==> src/rtl/vic_pkg.sv <==
package vic_pkg;
   localparam int NVEC = 8;
   localparam int DW   = 8;

   typedef enum logic [2:0] {
      REG_FLAG  = 3'd0,
      REG_MASK  = 3'd1,
      REG_ARM   = 3'd2,
      REG_PIN   = 3'd3,
      REG_ROUTE = 3'd4,
      REG_LOCK  = 3'd5
   } vic_reg_e;

   localparam int RT_V01_DEC = 0;
   localparam int RT_V2_DEC  = 1;
   localparam int RT_VS_LO   = 2;
   localparam int RT_VS_INV  = 4;
   localparam int RT_V45_LB  = 5;
   localparam int RT_PERR_EN = 6;
   localparam int RT_LB_EVEN = 7;

   typedef struct packed {
      logic       aux;
      logic       dec_hlock;
      logic       proc_err;
      logic       lb_field_even;
      logic [1:0] lb_err;
      logic [1:0] tmr_ovf;
      logic       vs_bus;
      logic       vs_dec;
      logic       vs_out;
      logic       vs_in;
      logic       dec_mode;
      logic       proc_mode;
      logic [1:0] dec_sig;
      logic [1:0] proc_sig;
   } vic_src_t;

   typedef struct packed {
      logic active_low;
      logic pulse_mode;
   } vic_pin_t;
endpackage

==> src/rtl/vic_sync.sv <==
module vic_sync #(
   parameter int WIDTH  = 1,
   parameter int STAGES = 2
) (
   input  logic             clk_i,
   input  logic             rst_ni,
   input  logic [WIDTH-1:0] d_i,
   output logic [WIDTH-1:0] q_o
);
   if (WIDTH < 1) begin : g_bad_width
      $error("vic_sync: WIDTH must be positive");
   end
   if (STAGES == 1 || STAGES < 0) begin : g_bad_depth
      $error("vic_sync: STAGES must be 0 (bypass) or at least 2");
   end

   if (STAGES == 0) begin : g_bypass
      assign q_o = d_i;
   end else begin : g_chain
      logic [STAGES-1:0][WIDTH-1:0] stage_q;
      always_ff @(posedge clk_i or negedge rst_ni) begin
         if (!rst_ni) stage_q <= '0;
         else         stage_q <= {stage_q[STAGES-2:0], d_i};
      end
      assign q_o = stage_q[STAGES-1];
   end
endmodule

==> src/rtl/vic_route.sv <==
module vic_route
   import vic_pkg::*;
(
   input  vic_src_t        src_i,
   input  logic [DW-1:0]   route_i,
   input  logic            hlock_en_i,
   output logic [NVEC-1:0] vec_o
);
   logic [3:0] vs_pick;
   logic       vs_sel;
   logic       field_ok;
   logic [1:0] lb_hit;
   logic [1:0] err_pair;

   assign vs_pick  = {src_i.vs_bus, src_i.vs_dec, src_i.vs_out, src_i.vs_in};
   assign vs_sel   = vs_pick[route_i[RT_VS_LO +: 2]];
   assign field_ok = (src_i.lb_field_even == route_i[RT_LB_EVEN]);
   assign lb_hit   = src_i.lb_err & {2{field_ok}};
   assign err_pair = route_i[RT_V45_LB] ? lb_hit : src_i.tmr_ovf;

   for (genvar i = 0; i < 2; i++) begin : g_sig
      assign vec_o[i] = route_i[RT_V01_DEC] ? src_i.dec_sig[i] : src_i.proc_sig[i];
   end

   assign vec_o[2] = route_i[RT_V2_DEC] ? src_i.dec_mode : src_i.proc_mode;
   assign vec_o[3] = vs_sel ^ route_i[RT_VS_INV];
   assign vec_o[4] = err_pair[0];
   assign vec_o[5] = err_pair[1] | (route_i[RT_PERR_EN] & src_i.proc_err);
   assign vec_o[6] = hlock_en_i & src_i.dec_hlock;
   assign vec_o[7] = src_i.aux;
endmodule

==> src/rtl/vic_regs.sv <==
module vic_regs
   import vic_pkg::*;
#(
   parameter int ADDR_W = 4
) (
   input  logic              clk_i,
   input  logic              rst_ni,
   input  logic              wr_i,
   input  logic              rd_i,
   input  logic [ADDR_W-1:0] addr_i,
   input  logic [DW-1:0]     wdata_i,
   input  logic [NVEC-1:0]   flags_i,
   output logic [NVEC-1:0]   mask_o,
   output logic [NVEC-1:0]   arm_o,
   output logic [NVEC-1:0]   arm_nxt_o,
   output vic_pin_t          pin_cfg_o,
   output logic [DW-1:0]     route_o,
   output logic              hlock_en_o,
   output logic [DW-1:0]     rdata_o
);
   localparam logic [ADDR_W-1:0] A_FLAG  = ADDR_W'(REG_FLAG);
   localparam logic [ADDR_W-1:0] A_MASK  = ADDR_W'(REG_MASK);
   localparam logic [ADDR_W-1:0] A_ARM   = ADDR_W'(REG_ARM);
   localparam logic [ADDR_W-1:0] A_PIN   = ADDR_W'(REG_PIN);
   localparam logic [ADDR_W-1:0] A_ROUTE = ADDR_W'(REG_ROUTE);
   localparam logic [ADDR_W-1:0] A_LOCK  = ADDR_W'(REG_LOCK);

   if (ADDR_W < 3) begin : g_bad_addr
      $error("vic_regs: ADDR_W must cover six registers");
   end

   logic [NVEC-1:0] mask_q, arm_q;
   vic_pin_t        pin_q;
   logic [DW-1:0]   route_q;
   logic            lock_q;
   logic [DW-1:0]   rd_mux, rdata_q;

   always_comb begin
      arm_nxt_o = arm_q;
      if (wr_i && addr_i == A_ARM) arm_nxt_o = wdata_i[NVEC-1:0];
   end

   always_ff @(posedge clk_i or negedge rst_ni) begin
      if (!rst_ni) begin
         mask_q  <= '0;
         arm_q   <= '0;
         pin_q   <= '0;
         route_q <= '0;
         lock_q  <= 1'b0;
      end else begin
         arm_q <= arm_nxt_o;
         if (wr_i) begin
            if (addr_i == A_MASK)  mask_q  <= wdata_i[NVEC-1:0];
            if (addr_i == A_PIN)   pin_q   <= wdata_i[1:0];
            if (addr_i == A_ROUTE) route_q <= wdata_i;
            if (addr_i == A_LOCK)  lock_q  <= wdata_i[0];
         end
      end
   end

   always_comb begin
      rd_mux = '0;
      if      (addr_i == A_FLAG)  rd_mux[NVEC-1:0] = flags_i;
      else if (addr_i == A_MASK)  rd_mux[NVEC-1:0] = mask_q;
      else if (addr_i == A_ARM)   rd_mux[NVEC-1:0] = arm_q;
      else if (addr_i == A_PIN)   rd_mux[1:0]      = pin_q;
      else if (addr_i == A_ROUTE) rd_mux           = route_q;
      else if (addr_i == A_LOCK)  rd_mux[0]        = lock_q;
   end

   always_ff @(posedge clk_i or negedge rst_ni) begin
      if (!rst_ni)   rdata_q <= '0;
      else if (rd_i) rdata_q <= rd_mux;
   end

   assign mask_o     = mask_q;
   assign arm_o      = arm_q;
   assign pin_cfg_o  = pin_q;
   assign route_o    = route_q;
   assign hlock_en_o = lock_q;
   assign rdata_o    = rdata_q;

   p_unimpl_zero_r10: assert property (@(posedge clk_i) disable iff (!rst_ni)
      (rd_i && addr_i > A_LOCK) |=> rdata_o == '0);
   p_pin_pad_r10: assert property (@(posedge clk_i) disable iff (!rst_ni)
      (rd_i && addr_i == A_PIN) |=> rdata_o[DW-1:2] == '0);
   p_read_hold_r10: assert property (@(posedge clk_i) disable iff (!rst_ni)
      !rd_i |=> $stable(rdata_o));
   p_mask_hold_r4: assert property (@(posedge clk_i) disable iff (!rst_ni)
      !(wr_i && addr_i == A_MASK) |=> $stable(mask_o));
endmodule

==> src/rtl/vic_core.sv <==
module vic_core
   import vic_pkg::*;
(
   input  logic            clk_i,
   input  logic            rst_ni,
   input  logic [NVEC-1:0] src_i,
   input  logic [NVEC-1:0] mask_i,
   input  logic [NVEC-1:0] arm_i,
   input  logic [NVEC-1:0] arm_nxt_i,
   input  vic_pin_t        pin_cfg_i,
   output logic [NVEC-1:0] flags_o,
   output logic            irq_o
);
   logic [NVEC-1:0] prev_q, flag_q, flag_d, rise, fresh;
   logic            req_level, req_pulse, pin_d, pin_q;

   assign rise      = src_i & ~prev_q;
   assign fresh     = rise & arm_i & arm_nxt_i & ~flag_q;
   assign flag_d    = (flag_q | (rise & arm_i)) & arm_nxt_i;
   assign req_level = |(flag_d & ~mask_i);
   assign req_pulse = |(fresh & ~mask_i);
   assign pin_d     = pin_cfg_i.active_low ^ (pin_cfg_i.pulse_mode ? req_pulse : req_level);

   always_ff @(posedge clk_i or negedge rst_ni) begin
      if (!rst_ni) begin
         prev_q <= '0;
         flag_q <= '0;
         pin_q  <= 1'b0;
      end else begin
         prev_q <= src_i;
         flag_q <= flag_d;
         pin_q  <= pin_d;
      end
   end

   assign flags_o = flag_q;
   assign irq_o   = pin_q;

   for (genvar i = 0; i < NVEC; i++) begin : g_vec_chk
      p_set_armed_r2: assert property (@(posedge clk_i) disable iff (!rst_ni)
         $rose(flag_q[i]) |-> $past(arm_i[i] && src_i[i]));
      p_clear_wins_r3: assert property (@(posedge clk_i) disable iff (!rst_ni)
         !arm_nxt_i[i] |=> !flag_q[i]);
      p_sticky_r11: assert property (@(posedge clk_i) disable iff (!rst_ni)
         (flag_q[i] && arm_nxt_i[i]) |=> flag_q[i]);
   end

   p_level_pin_r4: assert property (@(posedge clk_i) disable iff (!rst_ni)
      !pin_cfg_i.pulse_mode |=>
         irq_o == ($past(pin_cfg_i.active_low) ^ (|(flag_q & ~$past(mask_i)))));
   p_pulse_cause_r5: assert property (@(posedge clk_i) disable iff (!rst_ni)
      (pin_cfg_i.pulse_mode && $past(pin_cfg_i.pulse_mode) && $stable(pin_cfg_i.active_low)
       && irq_o != pin_cfg_i.active_low)
      |-> (|(flag_q & ~$past(flag_q) & ~$past(mask_i))));
endmodule

==> src/rtl/vid_irq_ctrl.sv <==
module vid_irq_ctrl
   import vic_pkg::*;
#(
   parameter int ADDR_W      = 4,
   parameter int DATA_W      = 8,
   parameter int SYNC_STAGES = 2
) (
   input  logic              clk_i,
   input  logic              rst_ni,
   input  logic              host_wr_i,
   input  logic              host_rd_i,
   input  logic [ADDR_W-1:0] host_addr_i,
   input  logic [DATA_W-1:0] host_wdata_i,
   output logic [DATA_W-1:0] host_rdata_o,
   input  logic [1:0]        proc_sig_i,
   input  logic [1:0]        dec_sig_i,
   input  logic              proc_mode_i,
   input  logic              dec_mode_i,
   input  logic              vs_in_i,
   input  logic              vs_out_i,
   input  logic              vs_dec_i,
   input  logic              vs_bus_i,
   input  logic [1:0]        tmr_ovf_i,
   input  logic [1:0]        lb_err_i,
   input  logic              lb_field_even_i,
   input  logic              proc_err_i,
   input  logic              dec_hlock_i,
   input  logic              aux_i,
   output logic              irq_o
);
   localparam int SRC_W = $bits(vic_src_t);

   if (DATA_W != DW || DATA_W != NVEC) begin : g_bad_data
      $error("vid_irq_ctrl: DATA_W must equal the vector count");
   end

   vic_src_t        raw, syn;
   logic [NVEC-1:0] vec, mask, arm, arm_nxt, flags;
   vic_pin_t        pin_cfg;
   logic [DW-1:0]   route;
   logic            hlock_en;

   assign raw.proc_sig      = proc_sig_i;
   assign raw.dec_sig       = dec_sig_i;
   assign raw.proc_mode     = proc_mode_i;
   assign raw.dec_mode      = dec_mode_i;
   assign raw.vs_in         = vs_in_i;
   assign raw.vs_out        = vs_out_i;
   assign raw.vs_dec        = vs_dec_i;
   assign raw.vs_bus        = vs_bus_i;
   assign raw.tmr_ovf       = tmr_ovf_i;
   assign raw.lb_err        = lb_err_i;
   assign raw.lb_field_even = lb_field_even_i;
   assign raw.proc_err      = proc_err_i;
   assign raw.dec_hlock     = dec_hlock_i;
   assign raw.aux           = aux_i;

   vic_sync #(.WIDTH(SRC_W), .STAGES(SYNC_STAGES)) u_sync (
      .clk_i (clk_i),
      .rst_ni(rst_ni),
      .d_i   (raw),
      .q_o   (syn)
   );

   vic_route u_route (
      .src_i     (syn),
      .route_i   (route),
      .hlock_en_i(hlock_en),
      .vec_o     (vec)
   );

   vic_regs #(.ADDR_W(ADDR_W)) u_regs (
      .clk_i     (clk_i),
      .rst_ni    (rst_ni),
      .wr_i      (host_wr_i),
      .rd_i      (host_rd_i),
      .addr_i    (host_addr_i),
      .wdata_i   (host_wdata_i),
      .flags_i   (flags),
      .mask_o    (mask),
      .arm_o     (arm),
      .arm_nxt_o (arm_nxt),
      .pin_cfg_o (pin_cfg),
      .route_o   (route),
      .hlock_en_o(hlock_en),
      .rdata_o   (host_rdata_o)
   );

   vic_core u_core (
      .clk_i    (clk_i),
      .rst_ni   (rst_ni),
      .src_i    (vec),
      .mask_i   (mask),
      .arm_i    (arm),
      .arm_nxt_i(arm_nxt),
      .pin_cfg_i(pin_cfg),
      .flags_o  (flags),
      .irq_o    (irq_o)
   );
endmodule

==> config.mk <==
export PLATFORM = sky130hd
export DESIGN_NAME = vid_irq_ctrl
export DESIGN_NICKNAME = d
export VERILOG_FILES = /design/src/rtl/vic_pkg.sv /design/src/rtl/vic_sync.sv /design/src/rtl/vic_route.sv /design/src/rtl/vic_regs.sv /design/src/rtl/vic_core.sv /design/src/rtl/vid_irq_ctrl.sv
export SDC_FILE = /design/constraint.sdc
export NUM_CORES = 1
export LEC_CHECK = 0
export CORE_ASPECT_RATIO = 1.1
export CORE_MARGIN = 2
export CORE_UTILIZATION = 49
export DETAILED_ROUTE_END_ITERATION = 16
export PLACE_DENSITY = 0.74
export SYNTH_ARGS = -nofsm -noshare
export SYNTH_HDL_FRONTEND = slang
export SYNTH_SLANG_ARGS = --single-unit
==> constraint.sdc <==
create_clock -name clk_i -period 2 [get_ports clk_i]
set_input_delay 0.4 -clock clk_i [delete_from_list [all_inputs] [get_ports clk_i]]
set_output_delay 0.4 -clock clk_i [all_outputs]
set_load 0.02 [all_outputs]
==> reports/metrics.csv <==
metric;value;unit
status;finished, violations left;
violations;negative setup slack;
gr-max-usage-layer;met2;
drive_above_1_share;0.332;
place.gp.congestion;0.952;
cts_root_buf;clkbuf_8;
peakVddDrop;0.000479;V
rr_worst_depth;6;
setup_slack;-0.156;ns
insertion_delay;0.36;ns
num_vias;2675;
drt-total-wl;8010;um
pwr_density_cell;893;nW/um^2
critPathCaptureType;flip-flop;
fillers;530;
core;6970;um^2
whs_endpoint;u_sync.q_o[8];
rows;32;
p_leak;2.16;nW
synth_edf_count;0;
finalClockSkew;0.00934;ns
total_power;4.31;mW
path_cells;buf_6 -> or4b_4 -> o21ai_4 -> a211oi_2 -> a2111o_1 -> or4_4 -> o211ai_2;
crit_fanout;6;
grt.total_usage;0.225;
max_stage_delay;0.65;ns
yosysWarnings;0;
grtUsageMet2;0.359;
worst_pin_slew;0.423;ns
synth_top_family_by_area;multiplexers;
fmax;464;MHz
grt_use_met1;0.303;
grt_max_degree;37;
hold_viol_final;0;
ant_nets;0;
dr.pass1.iters;4;
synth-xor-area-share;0.00498;
place_inst;456;
path_delay_family;simple AND/OR/NAND/NOR gates;
path_clk_slew;0.08;ns
io_pins;43;
die_h;92.8;um
grt-ovfl-total;0;
min_from;u_sync.g_chain.stage_q[8];
hold_path_depth;0;
start_util;0.504;
synthesis.area;3510;um^2
cts_sinks;88;
rsz0062_at_grt;true;
dp_hpwl;5870;um
drc;0;
r2r_slack;-0.12;ns
critPathRequiredTime;2.28;ns
dr.first_iter.drc_count;225;
io_buffers;42;
finalSetupViolCount;1;
path_class;in -> reg;
stdcell_count;480;
grt_first_pass_wirelength;13400;um
worst-path-buf-inv;1;
critPathArrivalTime;2.44;ns
ys_ff_latch;88;
worst_setup_path_start_kind;input port;
viasPerCell;5.57;
grt_use_met3;0.0357;
htreeDepth;3;
synth.distinct_cells;50;
synthFlopType;dfrtp_1;
synth_fa_ha_area_frac;0;
fin_crit;2.16;ns
cts_tree;built;
wl_per_cell;16.7;um
slew_violations;0;
syn2layout_area_growth;37.2;%
ys_seq_area_frac;0.627;
synth.avg_cell_area;12.6;um^2
diodes;0;
dieArea;7870;um^2
cts-buffers-inserted;9;
ys_async_sr_fraction;1.00;
slew_headroom;0.718;
r2r-end;u_core.irq_o;
nNetsFinal;425;
synth_compound_area_frac;0.116;
synth_fp_nets;314;
r2r-start;u_regs.route_o[0];
yosys.area_share.simple;0.110;
drv_cap;0;
synth.area.mux_share;0.116;
synthCells;280;
crit_path_top_delay_cell;or4b_4;
clockBufferDepth;2;
fin_crit_sh;1.08;
dieWidth;84.8;um
hold_class;reg -> reg;
antenna_found_initial;0;
grt_pass1_vias;2726;
## routing by layer
layer	share of wire	wire length, um
met5	0	0
met4	0.023	186
met3	0.055	444
met2	0.49	3900
met1	0.43	3480
## registers in the layout (all words and copies together), names as in the netlist
| register | count |
|---|---|
| u_sync.g_chain.stage_q | 18 |
| u_regs.route_o | 8 |
| u_core.flags_o | 8 |
| u_regs.hlock_en_o | 1 |
| u_core.prev_q | 8 |
| u_sync.q_o | 18 |
| u_regs.rdata_o | 8 |
| u_core.irq_o | 1 |
| u_regs.arm_o | 8 |
| u_regs.mask_o | 8 |
| u_regs.pin_cfg_o | 2 |
## cells by family after synthesis
kind of cell | count (synthesis)
AOI/OAI and AO/OA | 60
xor gates and xnor gates | 2
buffers and inverters | 22
DFF | 88
muxes | 35
and+or+nand+nor | 73
## cells in the final DEF, fill, tap and decap left out, types with 10 or more instances in the layout
cell / instances
nor2_1: 17
nand2_1: 20
a21oi_1: 14
inv_1: 13
mux2_2: 22
clkdlybuf4s50_1: 37
clkbuf_8: 10
buf_4: 64
dfrtp_1: 88
## cell usage after synthesis (2+ instances only)
| cell type | count | area share |
|---|---|---|
| a31oi_1 | 3 | 0.0053 |
| nor4_1 | 2 | 0.0036 |
| and2_1 | 2 | 0.0036 |
| nand4_1 | 2 | 0.0036 |
| a22oi_1 | 7 | 0.015 |
| mux2i_1 | 9 | 0.026 |
| a31o_2 | 2 | 0.0050 |
| clkbuf_1 | 5 | 0.0053 |
| nor4b_1 | 3 | 0.0075 |
| o21ai_0 | 12 | 0.017 |
| inv_1 | 14 | 0.015 |
| dfrtp_1 | 88 | 0.63 |
| nor2b_1 | 6 | 0.011 |
| nand3_1 | 10 | 0.014 |
| nand2_1 | 20 | 0.021 |
| mux2_2 | 24 | 0.077 |
| a211oi_1 | 4 | 0.0085 |
| a32oi_1 | 3 | 0.0075 |
| a21oi_1 | 15 | 0.021 |
| nor2_1 | 17 | 0.018 |
| nor3_1 | 3 | 0.0043 |
## per-stage QoR
step / utilization / setup slack (ns) / setup TNS [ns] / hold WS [ns] / cell area, um^2
6_report: 0.692 / -0.156 / -0.156 / 0.351 / 4820
5_1_grt: 0.692 / -0.163 / -0.163 / 0.361 / 4820
4_1_cts: 0.678 / -0.102 / -0.102 / 0.352 / 4720
3_5_place_dp: 0.641 / -0.860 / -6.18 / 0.335 / 4460
3_3_place_gp: 0.641 / -0.787 / -5.15 / 0.331 / 4460
2_1_floorplan: - / -0.391 / -0.391 / 0.104 / 3540
## final cells by class
type,instances,area [um^2],share of cell area
sequential,88,2200,0.457
inverter,14,52.6,0.0109
clock buffer,10,138,0.0285
tap,85,106,0.0221
timing repair buffer,108,931,0.193
multi-input combinational,170,1350,0.280
clock inverter,5,41.3,0.00856
## report_power, final
group          internal, mW  switching [mW]  total, mW
sequential             2.01           0.200       2.21
combinational         0.547           0.435      0.982
clock                 0.486           0.627       1.11
total                  3.04            1.26       4.31
## worst max-delay path by stage
stage	start	endpoint	slack (ns)	cells after the start
6_report	host_addr_i[0]	u_core.irq_o	-0.16	7
5_1_grt	host_addr_i[0]	u_core.irq_o	-0.16	7
4_1_cts	host_addr_i[3]	u_core.irq_o	-0.10	7
3_5_place_dp	host_addr_i[0]	u_core.irq_o	-0.86	7
3_3_place_gp	host_addr_i[0]	u_core.irq_o	-0.79	7
2_1_floorplan	host_addr_i[0]	u_core.irq_o	-0.39	7
## repair_timing
item                                    4_1_cts  5_1_grt
pin swaps                                    10        8
hold buffers                                  1        0
endpoints found under the setup margin        1        1
resized for setup                            28       14
endpoints found under the hold margin        29        0
buffers inserted                              5        3
Power figures use the tool's default switching activity.
